$ cat config.mk
export PLATFORM = sky130hd
export DESIGN_NAME = mdio_mgmt_master
export DESIGN_NICKNAME = d
export VERILOG_FILES = /design/src/rtl/mdio_mgmt_pkg.sv /design/src/rtl/mdio_mdc_divider.sv /design/src/rtl/mdio_frame_engine.sv /design/src/rtl/mdio_mgmt_master.sv
export SDC_FILE = /design/constraint.sdc
export NUM_CORES = 1
export LEC_CHECK = 0
export BUFFER_PORTS_ARGS = -buffer_cell sky130_fd_sc_hd__buf_2
export CAP_MARGIN = 20
export CORE_MARGIN = 2
export CORE_UTILIZATION = 30
export CTS_BUF_LIST = sky130_fd_sc_hd__clkbuf_4 sky130_fd_sc_hd__clkbuf_8 sky130_fd_sc_hd__clkbuf_16
export CTS_CLUSTER_SIZE = 8
export DETAILED_ROUTE_END_ITERATION = 7
export GPL_TIMING_DRIVEN = 0
export SLEW_MARGIN = 20
export SYNTH_ARGS = -nofsm -noshare
export SYNTH_HDL_FRONTEND = slang
export SYNTH_SLANG_ARGS = --single-unit
$ cat constraint.sdc
create_clock -name clk -period 3.2 [get_ports clk]
set_clock_uncertainty 0.1 [all_clocks]
set_input_delay 0.32 -clock clk [delete_from_list [all_inputs] [get_ports clk]]
set_output_delay 0.32 -clock clk [all_outputs]
set_load 0.01 [all_outputs]
$ cat src/rtl/mdio_mgmt_pkg.sv
package mdio_mgmt_pkg;

    typedef enum logic [1:0] {
        OP_NONE  = 2'd0,
        OP_WRITE = 2'd1,
        OP_READ  = 2'd2,
        OP_SCAN  = 2'd3
    } mgmt_op_e;

    typedef enum logic [3:0] {
        ST_IDLE,
        ST_PREAMBLE,
        ST_START,
        ST_OPCODE,
        ST_PHYADDR,
        ST_REGADDR,
        ST_TURN,
        ST_DATA,
        ST_FINISH
    } frame_state_e;

    localparam logic [2:0] SEL_MODE = 3'd0;
    localparam logic [2:0] SEL_CMD  = 3'd1;
    localparam logic [2:0] SEL_ADDR = 3'd2;
    localparam logic [2:0] SEL_TXD  = 3'd3;
    localparam logic [2:0] SEL_RXD  = 3'd4;
    localparam logic [2:0] SEL_STAT = 3'd5;

    localparam int CMD_SCAN_BIT  = 0;
    localparam int CMD_READ_BIT  = 1;
    localparam int CMD_WRITE_BIT = 2;

endpackage

$ cat src/rtl/mdio_mdc_divider.sv
module mdio_mdc_divider #(
    parameter int DIV_W = 8
) (
    input  logic             clk,
    input  logic             rst_n,
    input  logic [DIV_W-1:0] div_i,
    output logic             mdc_o,
    output logic             rise_o,
    output logic             fall_o
);
    localparam int HALF_W = DIV_W - 1;
    localparam logic [HALF_W-1:0] H_ONE = HALF_W'(1);

    logic [HALF_W-1:0] cnt_q;
    logic [HALF_W-1:0] half;
    logic              wrap;

    always_comb begin
        half = div_i[DIV_W-1:1];
        if (half == '0) half = H_ONE;
    end

    assign wrap   = (cnt_q >= (half - H_ONE));
    assign rise_o = wrap & ~mdc_o;
    assign fall_o = wrap &  mdc_o;

    always_ff @(posedge clk or negedge rst_n) begin
        if (!rst_n) begin
            cnt_q <= '0;
            mdc_o <= 1'b0;
        end else if (wrap) begin
            cnt_q <= '0;
            mdc_o <= ~mdc_o;
        end else begin
            cnt_q <= cnt_q + H_ONE;
        end
    end

    AST_RISE_RAISES_MDC: assert property (@(posedge clk) disable iff (!rst_n)
        rise_o |=> mdc_o);

endmodule

$ cat src/rtl/mdio_frame_engine.sv
module mdio_frame_engine
    import mdio_mgmt_pkg::*;
#(
    parameter int ADDR_W   = 5,
    parameter int DATA_W   = 16,
    parameter int PRE_LEN  = 32,
    parameter int SCAN_REG = 1
) (
    input  logic              clk,
    input  logic              rst_n,
    input  logic              rise_i,
    input  logic              fall_i,
    input  logic              mdc_i,
    input  logic              nopre_i,
    input  logic              want_write_i,
    input  logic              want_read_i,
    input  logic              want_scan_i,
    input  logic [ADDR_W-1:0] phy_i,
    input  logic [ADDR_W-1:0] reg_i,
    input  logic [DATA_W-1:0] txd_i,
    input  logic              mdio_i,
    output logic              mdio_o,
    output logic              mdio_oe_o,
    output logic              launch_o,
    output mgmt_op_e          launch_op_o,
    output logic              done_o,
    output mgmt_op_e          done_op_o,
    output logic [DATA_W-1:0] rx_word_o,
    output logic              active_o
);
    localparam int WIDEST = (PRE_LEN > DATA_W) ? PRE_LEN : DATA_W;
    localparam int IDX_W  = $clog2(WIDEST) + 1;
    localparam int AI_W   = $clog2(ADDR_W);
    localparam int DI_W   = $clog2(DATA_W);
    localparam logic [IDX_W-1:0] I_ZERO = '0;
    localparam logic [IDX_W-1:0] I_ONE  = IDX_W'(1);
    localparam logic [IDX_W-1:0] I_PRE  = IDX_W'(PRE_LEN - 1);
    localparam logic [IDX_W-1:0] I_ADDR = IDX_W'(ADDR_W - 1);
    localparam logic [IDX_W-1:0] I_DATA = IDX_W'(DATA_W - 1);

    frame_state_e      state_q, state_d;
    logic [IDX_W-1:0]  idx_q, idx_d;
    mgmt_op_e          op_q, sel_op;
    logic [ADDR_W-1:0] phy_q, reg_q;
    logic [DATA_W-1:0] txd_q, sh_q;
    logic              want_any, last, is_wr;
    logic [IDX_W-1:0]  dec;

    assign want_any = want_write_i | want_read_i | want_scan_i;
    assign last     = (idx_q == I_ZERO);
    assign dec      = idx_q - I_ONE;
    assign is_wr    = (op_q == OP_WRITE);

    always_comb begin
        if (want_write_i)     sel_op = OP_WRITE;
        else if (want_read_i) sel_op = OP_READ;
        else if (want_scan_i) sel_op = OP_SCAN;
        else                  sel_op = OP_NONE;
    end

    // next state
    always_comb begin
        state_d = state_q;
        idx_d   = idx_q;
        if (fall_i) begin
            unique case (state_q)
                ST_IDLE: if (want_any) begin
                    if (nopre_i) begin state_d = ST_START;    idx_d = I_ONE; end
                    else         begin state_d = ST_PREAMBLE; idx_d = I_PRE; end
                end
                ST_PREAMBLE: if (last) begin state_d = ST_START;   idx_d = I_ONE;  end else idx_d = dec;
                ST_START:    if (last) begin state_d = ST_OPCODE;  idx_d = I_ONE;  end else idx_d = dec;
                ST_OPCODE:   if (last) begin state_d = ST_PHYADDR; idx_d = I_ADDR; end else idx_d = dec;
                ST_PHYADDR:  if (last) begin state_d = ST_REGADDR; idx_d = I_ADDR; end else idx_d = dec;
                ST_REGADDR:  if (last) begin state_d = ST_TURN;    idx_d = I_ONE;  end else idx_d = dec;
                ST_TURN:     if (last) begin state_d = ST_DATA;    idx_d = I_DATA; end else idx_d = dec;
                ST_DATA:     if (last) begin state_d = ST_FINISH;  idx_d = I_ZERO; end else idx_d = dec;
                ST_FINISH:   begin state_d = ST_IDLE; idx_d = I_ZERO; end
                default:     begin state_d = ST_IDLE; idx_d = I_ZERO; end
            endcase
        end
    end

    // state register
    always_ff @(posedge clk or negedge rst_n) begin
        if (!rst_n) begin
            state_q <= ST_IDLE;
            idx_q   <= I_ZERO;
        end else begin
            state_q <= state_d;
            idx_q   <= idx_d;
        end
    end

    // frame fields and receive shifter
    always_ff @(posedge clk or negedge rst_n) begin
        if (!rst_n) begin
            op_q  <= OP_NONE;
            phy_q <= '0;
            reg_q <= '0;
            txd_q <= '0;
            sh_q  <= '0;
        end else begin
            if (launch_o) begin
                op_q  <= sel_op;
                phy_q <= phy_i;
                reg_q <= (sel_op == OP_SCAN) ? ADDR_W'(SCAN_REG) : reg_i;
                txd_q <= txd_i;
            end
            if (rise_i && state_q == ST_DATA && !is_wr)
                sh_q <= {sh_q[DATA_W-2:0], mdio_i};
        end
    end

    // outputs
    always_comb begin
        mdio_o    = 1'b0;
        mdio_oe_o = 1'b0;
        unique case (state_q)
            ST_PREAMBLE: begin mdio_oe_o = 1'b1; mdio_o = 1'b1; end
            ST_START:    begin mdio_oe_o = 1'b1; mdio_o = last; end
            ST_OPCODE:   begin mdio_oe_o = 1'b1; mdio_o = is_wr ? last : ~last; end
            ST_PHYADDR:  begin mdio_oe_o = 1'b1; mdio_o = phy_q[idx_q[AI_W-1:0]]; end
            ST_REGADDR:  begin mdio_oe_o = 1'b1; mdio_o = reg_q[idx_q[AI_W-1:0]]; end
            ST_TURN:     if (is_wr) begin mdio_oe_o = 1'b1; mdio_o = ~last; end
            ST_DATA:     if (is_wr) begin mdio_oe_o = 1'b1; mdio_o = txd_q[idx_q[DI_W-1:0]]; end
            default:     ;
        endcase
    end

    assign launch_o    = fall_i && (state_q == ST_IDLE) && want_any;
    assign launch_op_o = sel_op;
    assign done_o      = fall_i && (state_q == ST_DATA) && last;
    assign done_op_o   = op_q;
    assign rx_word_o   = sh_q;
    assign active_o    = (state_q != ST_IDLE);

    AST_EDGE_ALIGNED: assert property (@(posedge clk) disable iff (!rst_n)
        ($changed(mdio_o) || $changed(mdio_oe_o)) |-> $fell(mdc_i));
    AST_START_ORDER: assert property (@(posedge clk) disable iff (!rst_n)
        ($changed(state_q) && state_q == ST_START) |->
            ($past(state_q) == ST_IDLE || $past(state_q) == ST_PREAMBLE));

endmodule

$ cat src/rtl/mdio_mgmt_master.sv
module mdio_mgmt_master
    import mdio_mgmt_pkg::*;
#(
    parameter int DIV_W     = 8,
    parameter int ADDR_W    = 5,
    parameter int DATA_W    = 16,
    parameter int PRE_LEN   = 32,
    parameter int SCAN_REG  = 1,
    parameter int LINK_BIT  = 2,
    parameter int RESET_DIV = 100
) (
    input  logic        clk,
    input  logic        rst_n,
    input  logic        reg_we,
    input  logic [2:0]  reg_sel,
    input  logic [31:0] reg_wdata,
    output logic [31:0] reg_rdata,
    output logic        mdc_o,
    output logic        mdio_o,
    output logic        mdio_oe_o,
    input  logic        mdio_i
);
    localparam int REG_LSB   = 8;
    localparam int NOPRE_BIT = DIV_W;

    logic [DIV_W-1:0]  div_q;
    logic              nopre_q;
    logic [2:0]        cmd_q;
    logic [ADDR_W-1:0] phy_q, rga_q;
    logic [DATA_W-1:0] txd_q, rxd_q;
    logic              link_fail_q, invalid_q, busy;
    logic              rise, fall, launch, done, active;
    mgmt_op_e          launch_op, done_op;
    logic [DATA_W-1:0] rx_word;
    logic              cmd_wr;
    logic              unused_wdata_hi;

    assign cmd_wr          = reg_we && (reg_sel == SEL_CMD);
    assign busy            = (|cmd_q) | active;
    assign unused_wdata_hi = ^reg_wdata[31:DATA_W];

    mdio_mdc_divider #(.DIV_W(DIV_W)) u_div (
        .clk    (clk),
        .rst_n  (rst_n),
        .div_i  (div_q),
        .mdc_o  (mdc_o),
        .rise_o (rise),
        .fall_o (fall)
    );

    mdio_frame_engine #(
        .ADDR_W   (ADDR_W),
        .DATA_W   (DATA_W),
        .PRE_LEN  (PRE_LEN),
        .SCAN_REG (SCAN_REG)
    ) u_eng (
        .clk          (clk),
        .rst_n        (rst_n),
        .rise_i       (rise),
        .fall_i       (fall),
        .mdc_i        (mdc_o),
        .nopre_i      (nopre_q),
        .want_write_i (cmd_q[CMD_WRITE_BIT]),
        .want_read_i  (cmd_q[CMD_READ_BIT]),
        .want_scan_i  (cmd_q[CMD_SCAN_BIT]),
        .phy_i        (phy_q),
        .reg_i        (rga_q),
        .txd_i        (txd_q),
        .mdio_i       (mdio_i),
        .mdio_o       (mdio_o),
        .mdio_oe_o    (mdio_oe_o),
        .launch_o     (launch),
        .launch_op_o  (launch_op),
        .done_o       (done),
        .done_op_o    (done_op),
        .rx_word_o    (rx_word),
        .active_o     (active)
    );

    // software-written registers
    always_ff @(posedge clk or negedge rst_n) begin
        if (!rst_n) begin
            div_q   <= DIV_W'(RESET_DIV) & ~DIV_W'(1);
            nopre_q <= 1'b0;
            phy_q   <= '0;
            rga_q   <= '0;
            txd_q   <= '0;
        end else if (reg_we) begin
            unique case (reg_sel)
                SEL_MODE: begin
                    div_q   <= {reg_wdata[DIV_W-1:1], 1'b0};
                    nopre_q <= reg_wdata[NOPRE_BIT];
                end
                SEL_ADDR: begin
                    phy_q <= reg_wdata[ADDR_W-1:0];
                    rga_q <= reg_wdata[REG_LSB +: ADDR_W];
                end
                SEL_TXD: txd_q <= reg_wdata[DATA_W-1:0];
                default: ;
            endcase
        end
    end

    // command bits: one-shot read/write clear on launch
    always_ff @(posedge clk or negedge rst_n) begin
        if (!rst_n) begin
            cmd_q <= '0;
        end else if (cmd_wr) begin
            cmd_q <= reg_wdata[2:0];
        end else if (launch) begin
            if (launch_op == OP_WRITE)     cmd_q[CMD_WRITE_BIT] <= 1'b0;
            else if (launch_op == OP_READ) cmd_q[CMD_READ_BIT]  <= 1'b0;
        end
    end

    // results and status flags
    always_ff @(posedge clk or negedge rst_n) begin
        if (!rst_n) begin
            rxd_q       <= '0;
            link_fail_q <= 1'b0;
            invalid_q   <= 1'b0;
        end else begin
            if (done && done_op != OP_WRITE) rxd_q <= rx_word;
            if (done && done_op == OP_SCAN) link_fail_q <= ~rx_word[LINK_BIT];
            if (cmd_wr && reg_wdata[CMD_SCAN_BIT] && !cmd_q[CMD_SCAN_BIT])
                invalid_q <= 1'b1;
            else if (done && done_op == OP_SCAN)
                invalid_q <= 1'b0;
        end
    end

    always_comb begin
        reg_rdata = '0;
        unique case (reg_sel)
            SEL_MODE: reg_rdata = 32'({nopre_q, div_q});
            SEL_CMD:  reg_rdata = 32'(cmd_q);
            SEL_ADDR: begin
                reg_rdata[ADDR_W-1:0]        = phy_q;
                reg_rdata[REG_LSB +: ADDR_W] = rga_q;
            end
            SEL_TXD:  reg_rdata = 32'(txd_q);
            SEL_RXD:  reg_rdata = 32'(rxd_q);
            SEL_STAT: reg_rdata = 32'({invalid_q, busy, link_fail_q});
            default:  reg_rdata = '0;
        endcase
    end

    AST_INVALID_DROP: assert property (@(posedge clk) disable iff (!rst_n)
        $fell(invalid_q) |-> $past(done && done_op == OP_SCAN));
    AST_ONESHOT_CLEAR: assert property (@(posedge clk) disable iff (!rst_n)
        (launch && launch_op == OP_READ && !cmd_wr) |=> !cmd_q[CMD_READ_BIT]);
    AST_BUSY_THROUGH_FINISH: assert property (@(posedge clk) disable iff (!rst_n)
        done |=> busy);

endmodule

==> run metrics, run 1 <==
status=complete, but fails checks; violations in the final reports=negative setup slack; P_leak=3.83 nW; R2R Setup Slk=-0.09 ns; Async SR Flop Fraction=100%; Non-Filler Cell Area, Final=8020 um^2; WL final=15.8 mm; Reg2Reg Launch Point=div_q[6]; Worst Tran Pin Value=0.787 ns; synthesis-to-layout area growth=34.2%; CP Capture Type=flop; RSZ-0062 raised after global routing=yes; Tot Pwr=about 0.0064 W; crit share post-route=103%; CP arrival=3.49 ns; Yosys cell types=65; pwr dens=about 800 nW/um^2; GRT Resource Usage Total=15.0%; RR Endpoint=u_eng.rx_word_o[15]; hold slack=0.0364 ns; Final setup violation count=55; vias in the first global route=4524; YS warnings=0; flops & latches, synth=about 120; clk sinks=~120; crit path to=u_eng.rx_word_o[15]; # nets final=663; Reg2Reg Depth=14; site row count=51; worst min-delay path category=in -> reg; WS Path Type=reg -> reg; Mapped Area=5980 um^2; vias per std cell=5.04; data required time of the worst path=3.40 ns; Port-buffer cells=40; Clock Path Buffers=2; Core ar.=a little under 20000 um^2; CTS Buf Count=17; first-pass GRT wire length=25.0 mm; Synth Instances=a little over 500; largest net degree at the start of global routing=69; first drt pass iteration count=7; # H-tree levels=4; CTS root buffer=clkbuf_16; RD Place Congestion=0.867; crit path max fanout=5; register area share after synthesis=49.0%; Post-synth EDFFs=0; fraction of layout cells with a size suffix above 1=between 40% and 50%; Final HPWL DP=10.6 mm; crit path time final=between 3 and 4 ns; I/O pin count=74; # fillers=about 1900; Pins Over Slew Limit=0; Setup crit start kind=flop; initial antenna violation count=0; clock edge transition at the registers on the reported setup and hold paths=0.06 ns; CTS tree=done; sequential cell area=2940 um^2; CP startpoint=div_q[6]; Highest Clock Rate=304 MHz; area of the multi-input gates=3110 um^2; Relative slew margins=47.6%; post-layout worst setup margin=-0.0851 ns; Die W=145 um; grt ovf=0; Starting Density=a little under a third; antenna cell count=0; total number of vias=4488; Placed Area=6630 um^2; worst skew pair latency=about 0.42 ns; max cap viols=0; Final ANT Viol Nets=0; die area=21100 um^2; Mapped Avg Cell Area=11.9 um^2; ys flop type=dfrtp_1; Die Span Y=145 um; DR iter-0 viols=377; residual DRC count=0; Avg WL per Cell=between 15 and 20 um; Fin. Hold Viols=0; Peak VDD IR=0.475 mV
==> layout make-up <==
class	instances	share of cell area, %
plain buffers	41	3.85
clock buffers	18	5.47
clock inverters	14	2.46
inverters	16	0.780
multi-input cells	342	38.8
flip-flops and latches	117	36.6
well taps	265	4.13
repair buffers	78	7.94
==> repair_timing <==
| item | CTS | global route |
|---|---|---|
| hold endpoints to repair | 47 | 0 |
| pin swaps | 13 | 20 |
| hold buffers | 1 | 0 |
| cloned | 1 | 2 |
| buffers inserted | 20 | 13 |
| setup endpoints to repair | 75 | 73 |
| resized for setup | 78 | 30 |
==> cells in the mapped netlist, types with 2 or more instances <==
cell type    n  area [um^2]
a22o_1      10         87.6
o22ai_1      3         18.8
nand2_1     25         93.8
nor2_1      26         97.6
buf_1        4         15.0
nor4_1       4         25.0
mux4_2       8          180
o31ai_1      2         15.0
xor2_1       5         43.8
buf_2        6         30.0
buf_6        3         33.8
and3_1       4         25.0
dfrtp_1    114         2850
o21ai_0     20          100
a31oi_1      4         25.0
mux2_2      90         1010
buf_4       17          128
ha_1        11          138
a21oi_1     14         70.1
clkbuf_1    14         52.6
nand3_1      9         45.0
a221o_1      2         20.0
or3_1        3         18.8
o221ai_1     3         26.3
nor3_1      13         65.1
nor3b_1      2         15.0
dfstp_2      3         78.8
o32ai_1      2         17.5
a22oi_1      5         37.5
nand2b_1     7         43.8
inv_1       16         60.1
and2_1       4         25.0
o31a_1       2         17.5
mux2i_1     13          130
xnor2_1      6         52.6
==> cell usage in the layout, fill, tap and decap left out, drive strengths merged, types with 3 or more instances in the layout <==
cell / n
dfrtp: 114
buf: 105
mux2: 91
clkbuf: 31
nor2: 26
nand2: 26
o21ai: 21
inv: 20
conb: 16
a21oi: 14
nor3: 14
mux2i: 13
ha: 11
a22o: 10
nand3: 10
mux4: 8
nand2b: 7
xnor2: 6
a22oi: 5
xor2: 5
nor4: 5
a31oi: 4
and3: 4
bufinv: 4
and2: 4
clkinv: 4
o22ai: 3
o221ai: 3
dfstp: 3
or3: 3
==> worst max-delay path, cell delays in order (launching register included) <==
cell and delay (ns):
dfstp_2 0.55, nor3_4 0.05, a21oi_2 0.16, ha_2 0.24, nand2_2 0.06, xor2_1 0.14, ha_1 0.29, a21o_1 0.17
a221o_1 0.37, a41o_1 0.23, buf_6 0.14, nand3_4 0.11, buf_12 0.13, buf_16 0.11, mux2_4 0.29
==> state kept, by name, indices dropped and copies added, names as in the netlist, 6 cells and up <==
signal           count
txd_q               16
u_eng.rx_word_o     16
u_eng.idx_q          6
u_div.cnt_q          7
u_eng.txd_q         16
div_q                7
rxd_q               16
==> how the worst min path moves through the flow <==
| stage | cells after the start | endpoint | slack [ns] | startpoint |
|---|---|---|---|---|
| after global routing | 2 | txd_q[13] | 0.03 | reg_wdata[13] |
| after detailed placement | 1 | u_eng.rx_word_o[12] | 0.19 | rst_n |
| after global placement | 1 | u_div.cnt_q[0] | 0.37 | u_div.cnt_q[0] |
| after floorplan | 0 | cmd_q[0] | -0.08 | rst_n |
| after CTS | 3 | div_q[6] | 0.02 | reg_wdata[6] |
| final | 3 | div_q[6] | 0.04 | reg_wdata[6] |
==> routing by layer <==
metal / track usage [%] / wire (um) / vias to the layer above
met5: 0 / 0 / -
met4: 5.54 / 327 / 0
met3: 3.21 / 770 / 26
met2: 24.9 / 7840 / 147
met1: 19.2 / 6810 / 2282
li1: - / - / 2033
==> power by group <==
group | switching, W | internal [W]
clock | 0.000716 | 0.00133
combinational | 0.00112 | 0.00111
sequential | 0.000279 | 0.00179
total | 0.00212 | 0.00424
==> cells by family (layout without fill, tap and decap cells) <==
kind of cell	count (synthesis)	after routing	share of synthesized area [%]
adder cells (fa/ha/maj)	11	11	2.30
AND/OR/NAND/NOR	109	109	9.71
XOR/XNOR	11	11	1.61
flip-flops	117	117	49.0
AO/OA/AOI/OAI	83	83	9.64
multiplexers	112	112	22.3
buffers and inverters	60	167	5.33
other	1	16	0.0627
==> metrics by stage <==
stage / cells / setup TNS, ns / setup slack (ns) / util [%]
6_report: 891 / -1.61 / -0.0851 / 41.1
5_1_grt: 891 / -6.42 / -0.165 / 41.1
4_1_cts: 878 / -3.26 / -0.123 / 39.8
3_5_place_dp: 825 / -20.88 / -0.447 / 34.0
3_3_place_gp: 824 / -18.12 / -0.430 / 33.8
2_1_floorplan: 519 / 0 / 0.00137 / -
No activity file was read; power rests on OpenSTA's default activity.
==> run 2, diff against run 1 <==
CORE_ASPECT_RATIO = 1.5   (was not set)
clock period = 3.85 ns   (was 3.2 ns; I/O delays follow)
==> run 2 against run 1 <==
Net effect:
- the flow now finishes without violations
- non-clock buffer count fell by 34
- worst hold slack improved by 0.076 ns
- clock-buffer cell count did not move
- critical endpoint is now u_eng.txd_q[5]
- largest power group is now sequential cells
==> run metrics, run 2 (same netlist as run 1, synthesis figures left out) <==
CP max stage delay=0.60 ns (was 0.55 ns); Relative slew margins=44.3% (was 47.6%); Port-buffer cells=40 (unchanged); CP Capture Type=flop (unchanged); worst min-delay path category=in -> reg (unchanged); commonest cells after routing, fill and taps aside=dfrtp_1 (114), mux2_2 (90), buf_2 (43) (was dfrtp_1 (110), mux2_4 (47), mux2_2 (44)); Worst Hold Launch=reg_wdata[13] (was reg_wdata[6]); residual DRC count=0 (unchanged); worst skew pair latency=0.41 ns (was 0.42 ns); Die Span Y=177 um (was 145 um); RD Place Congestion=0.881 (was 0.867); vias in the first global route=4465 (was 4524); site row count=63 (was 51); synthesis-to-layout area growth=20.9% (was 34.2%); first-pass GRT wire length=23.7 mm (was 25.0 mm); first drt pass iteration count=5 (was 7); grt ovf=0 (unchanged); CTS root buffer=clkbuf_16 (unchanged); # nets final=629 (was 663); antenna cell count=0 (unchanged); RSZ-0062 raised after global routing=no (was yes); pre-CTS setup slack=-0.0188 ns (was -0.447 ns); Worst Tran Pin Value=0.835 ns (was 0.787 ns); GRT Resource Usage Total=14.4% (was 15.0%); Highest Clock Rate=273 MHz (was 304 MHz); Die W=119 um (was 145 um); total number of vias=4254 (was 4488); status=completed (was complete, but fails checks); Fin. Hold Viols=0 (unchanged); # H-tree levels=4 (unchanged); Avg WL per Cell=17.4 um (was 17.7 um); Final setup violation count=0 (was 55); Setup TNS=0 ns (was -1.61 ns); DR iter-0 viols=154 (was 377); data required time of the worst path=4.04 ns (was 3.40 ns); Peak VDD IR=0.339 mV (was 0.475 mV); pwr dens=647 nW/um^2 (was 792 nW/um^2); die area=21100 um^2 (about the same); vias per std cell=5.00 (was 5.04); CTS Buf Count=17 (unchanged); clock edge transition at the registers on the reported setup and hold paths=0.05 ns (was 0.06 ns); # fillers=1920 (was 1877); max cap viols=0 (unchanged); Final HPWL DP=11.2 mm (was 10.6 mm); post-layout worst setup margin=0.185 ns (was -0.0851 ns); I/O pin count=74 (unchanged); Crit-path slowest cell=dfstp_2 (unchanged); crit path max fanout=10 (was 5); fraction of layout cells with a size suffix above 1=35.9% (was 43.6%); CTS tree=done (unchanged); crit path time final=3.66 ns (was 3.29 ns); WL final=14.8 mm (was 15.8 mm); Core ar.=19600 um^2 (was 19500 um^2); Reg2Reg Launch Point=div_q[5] (was div_q[6]); cell family with most CP delay=compound AO/OA/AOI/OAI gates (unchanged); Final ANT Viol Nets=0 (unchanged); Starting Density=30.5% (was 30.6%); CP Cell Sequence=nor3_4 -> a21oi_2 -> ha_2 -> nand3_1 -> xor2_1 -> ha_1 -> and2_1 -> a221o_1 -> a41oi_4 -> or3_1 -> clkbuf_4 -> buf_6 -> mux2_2 (was nor3_4 -> a21oi_2 -> ha_2 -> nand2_2 -> xor2_1 -> ha_1 -> a21o_1 -> a221o_1 -> a41o_1 -> buf_6 -> nand3_4 -> buf_12 -> buf_16 -> mux2_4); Setup crit start kind=flop (unchanged); Critical path buffers and inverters=2 (was 3); P_leak=3.34 nW (was 3.83 nW); crit share post-route=95.2% (was 103%); WS Path Type=reg -> reg (unchanged); Pins Over Slew Limit=0 (unchanged); commonest non-fill, non-tap cell in the layout=dfrtp_1 (unchanged); CP startpoint=div_q[5] (was div_q[6]); largest net degree at the start of global routing=62 (was 69); initial antenna violation count=0 (unchanged); clk sinks=117 (unchanged); CP arrival=3.85 ns (was 3.49 ns); Clock Path Buffers=2 (unchanged)
## run 2: changes by cell type in the layout (fill, tap and decap cells not counted), sizes merged
cell and change:
buf -35, clkinvlp +3, bufinv -2, clkinv -2, clkbuf +1
## run 2: repair_timing
action,4_1_cts,5_1_grt
gates resized for setup,1,12
setup buffers,0,0
hold buffers,1,0
setup endpoints to repair,27,43
hold endpoints to repair,53,0
## run 2: area by class of cell
class / count / area [um^2] / area share [%]
flip-flops and latches: 117 / 2930 / 40.5
multi-input cells: 342 / 2820 / 39.0
clock buffers: 18 / 433 / 5.99
well taps: 260 / 325 / 4.50
plain buffers: 43 / 264 / 3.65
repair buffers: 42 / 244 / 3.37
clock inverters: 13 / 150 / 2.08
inverters: 16 / 60.1 / 0.831
## run 2: layer usage
layer / wire (um) / GRT usage, % / vias up
met4: 491 / 7.24 / 0
met5: 0 / 0 / -
met1: 5810 / 15.4 / 2148
met3: 461 / 2.32 / 30
li1: - / - / 1960
met2: 8050 / 27.3 / 116
## run 2: report_power, final
group	internal, W	total [W]	switching (W)	leakage [nW]
clock	0.000964	0.00154	0.000578	0.269
combinational	0.000639	0.00140	0.000764	1.56
sequential	0.00149	0.00173	0.000240	1.51
total	0.00309	0.00467	0.00158	3.34
## run 2: path summary, 6_finish.rpt
path                             endpoint  slack, ns  cells past startpoint
setup / recovery           u_eng.txd_q[5]       0.19                     13
hold / removal                  txd_q[13]       0.11                      2
setup reg to reg           u_eng.txd_q[5]       0.19                     13
hold reg to reg            u_div.cnt_q[0]       0.38                      1
max in group asynchronous        txd_q[1]       2.54                      3
min in group asynchronous  u_eng.idx_q[2]       0.42                      2
## run 2: per-stage QoR
stage	power, W	util (%)	hold WS (ns)	instance area [um^2]	std cells
finish	0.00467	36.8	0.112	7230	851
floorplan	0.00269	-	-0.0106	6040	519
global placement	0.00306	33.4	0.370	6560	819
detailed placement	0.00311	33.6	0.287	6600	820
CTS	0.00469	36.7	0.0996	7190	852
global route	0.00495	36.8	0.105	7230	851
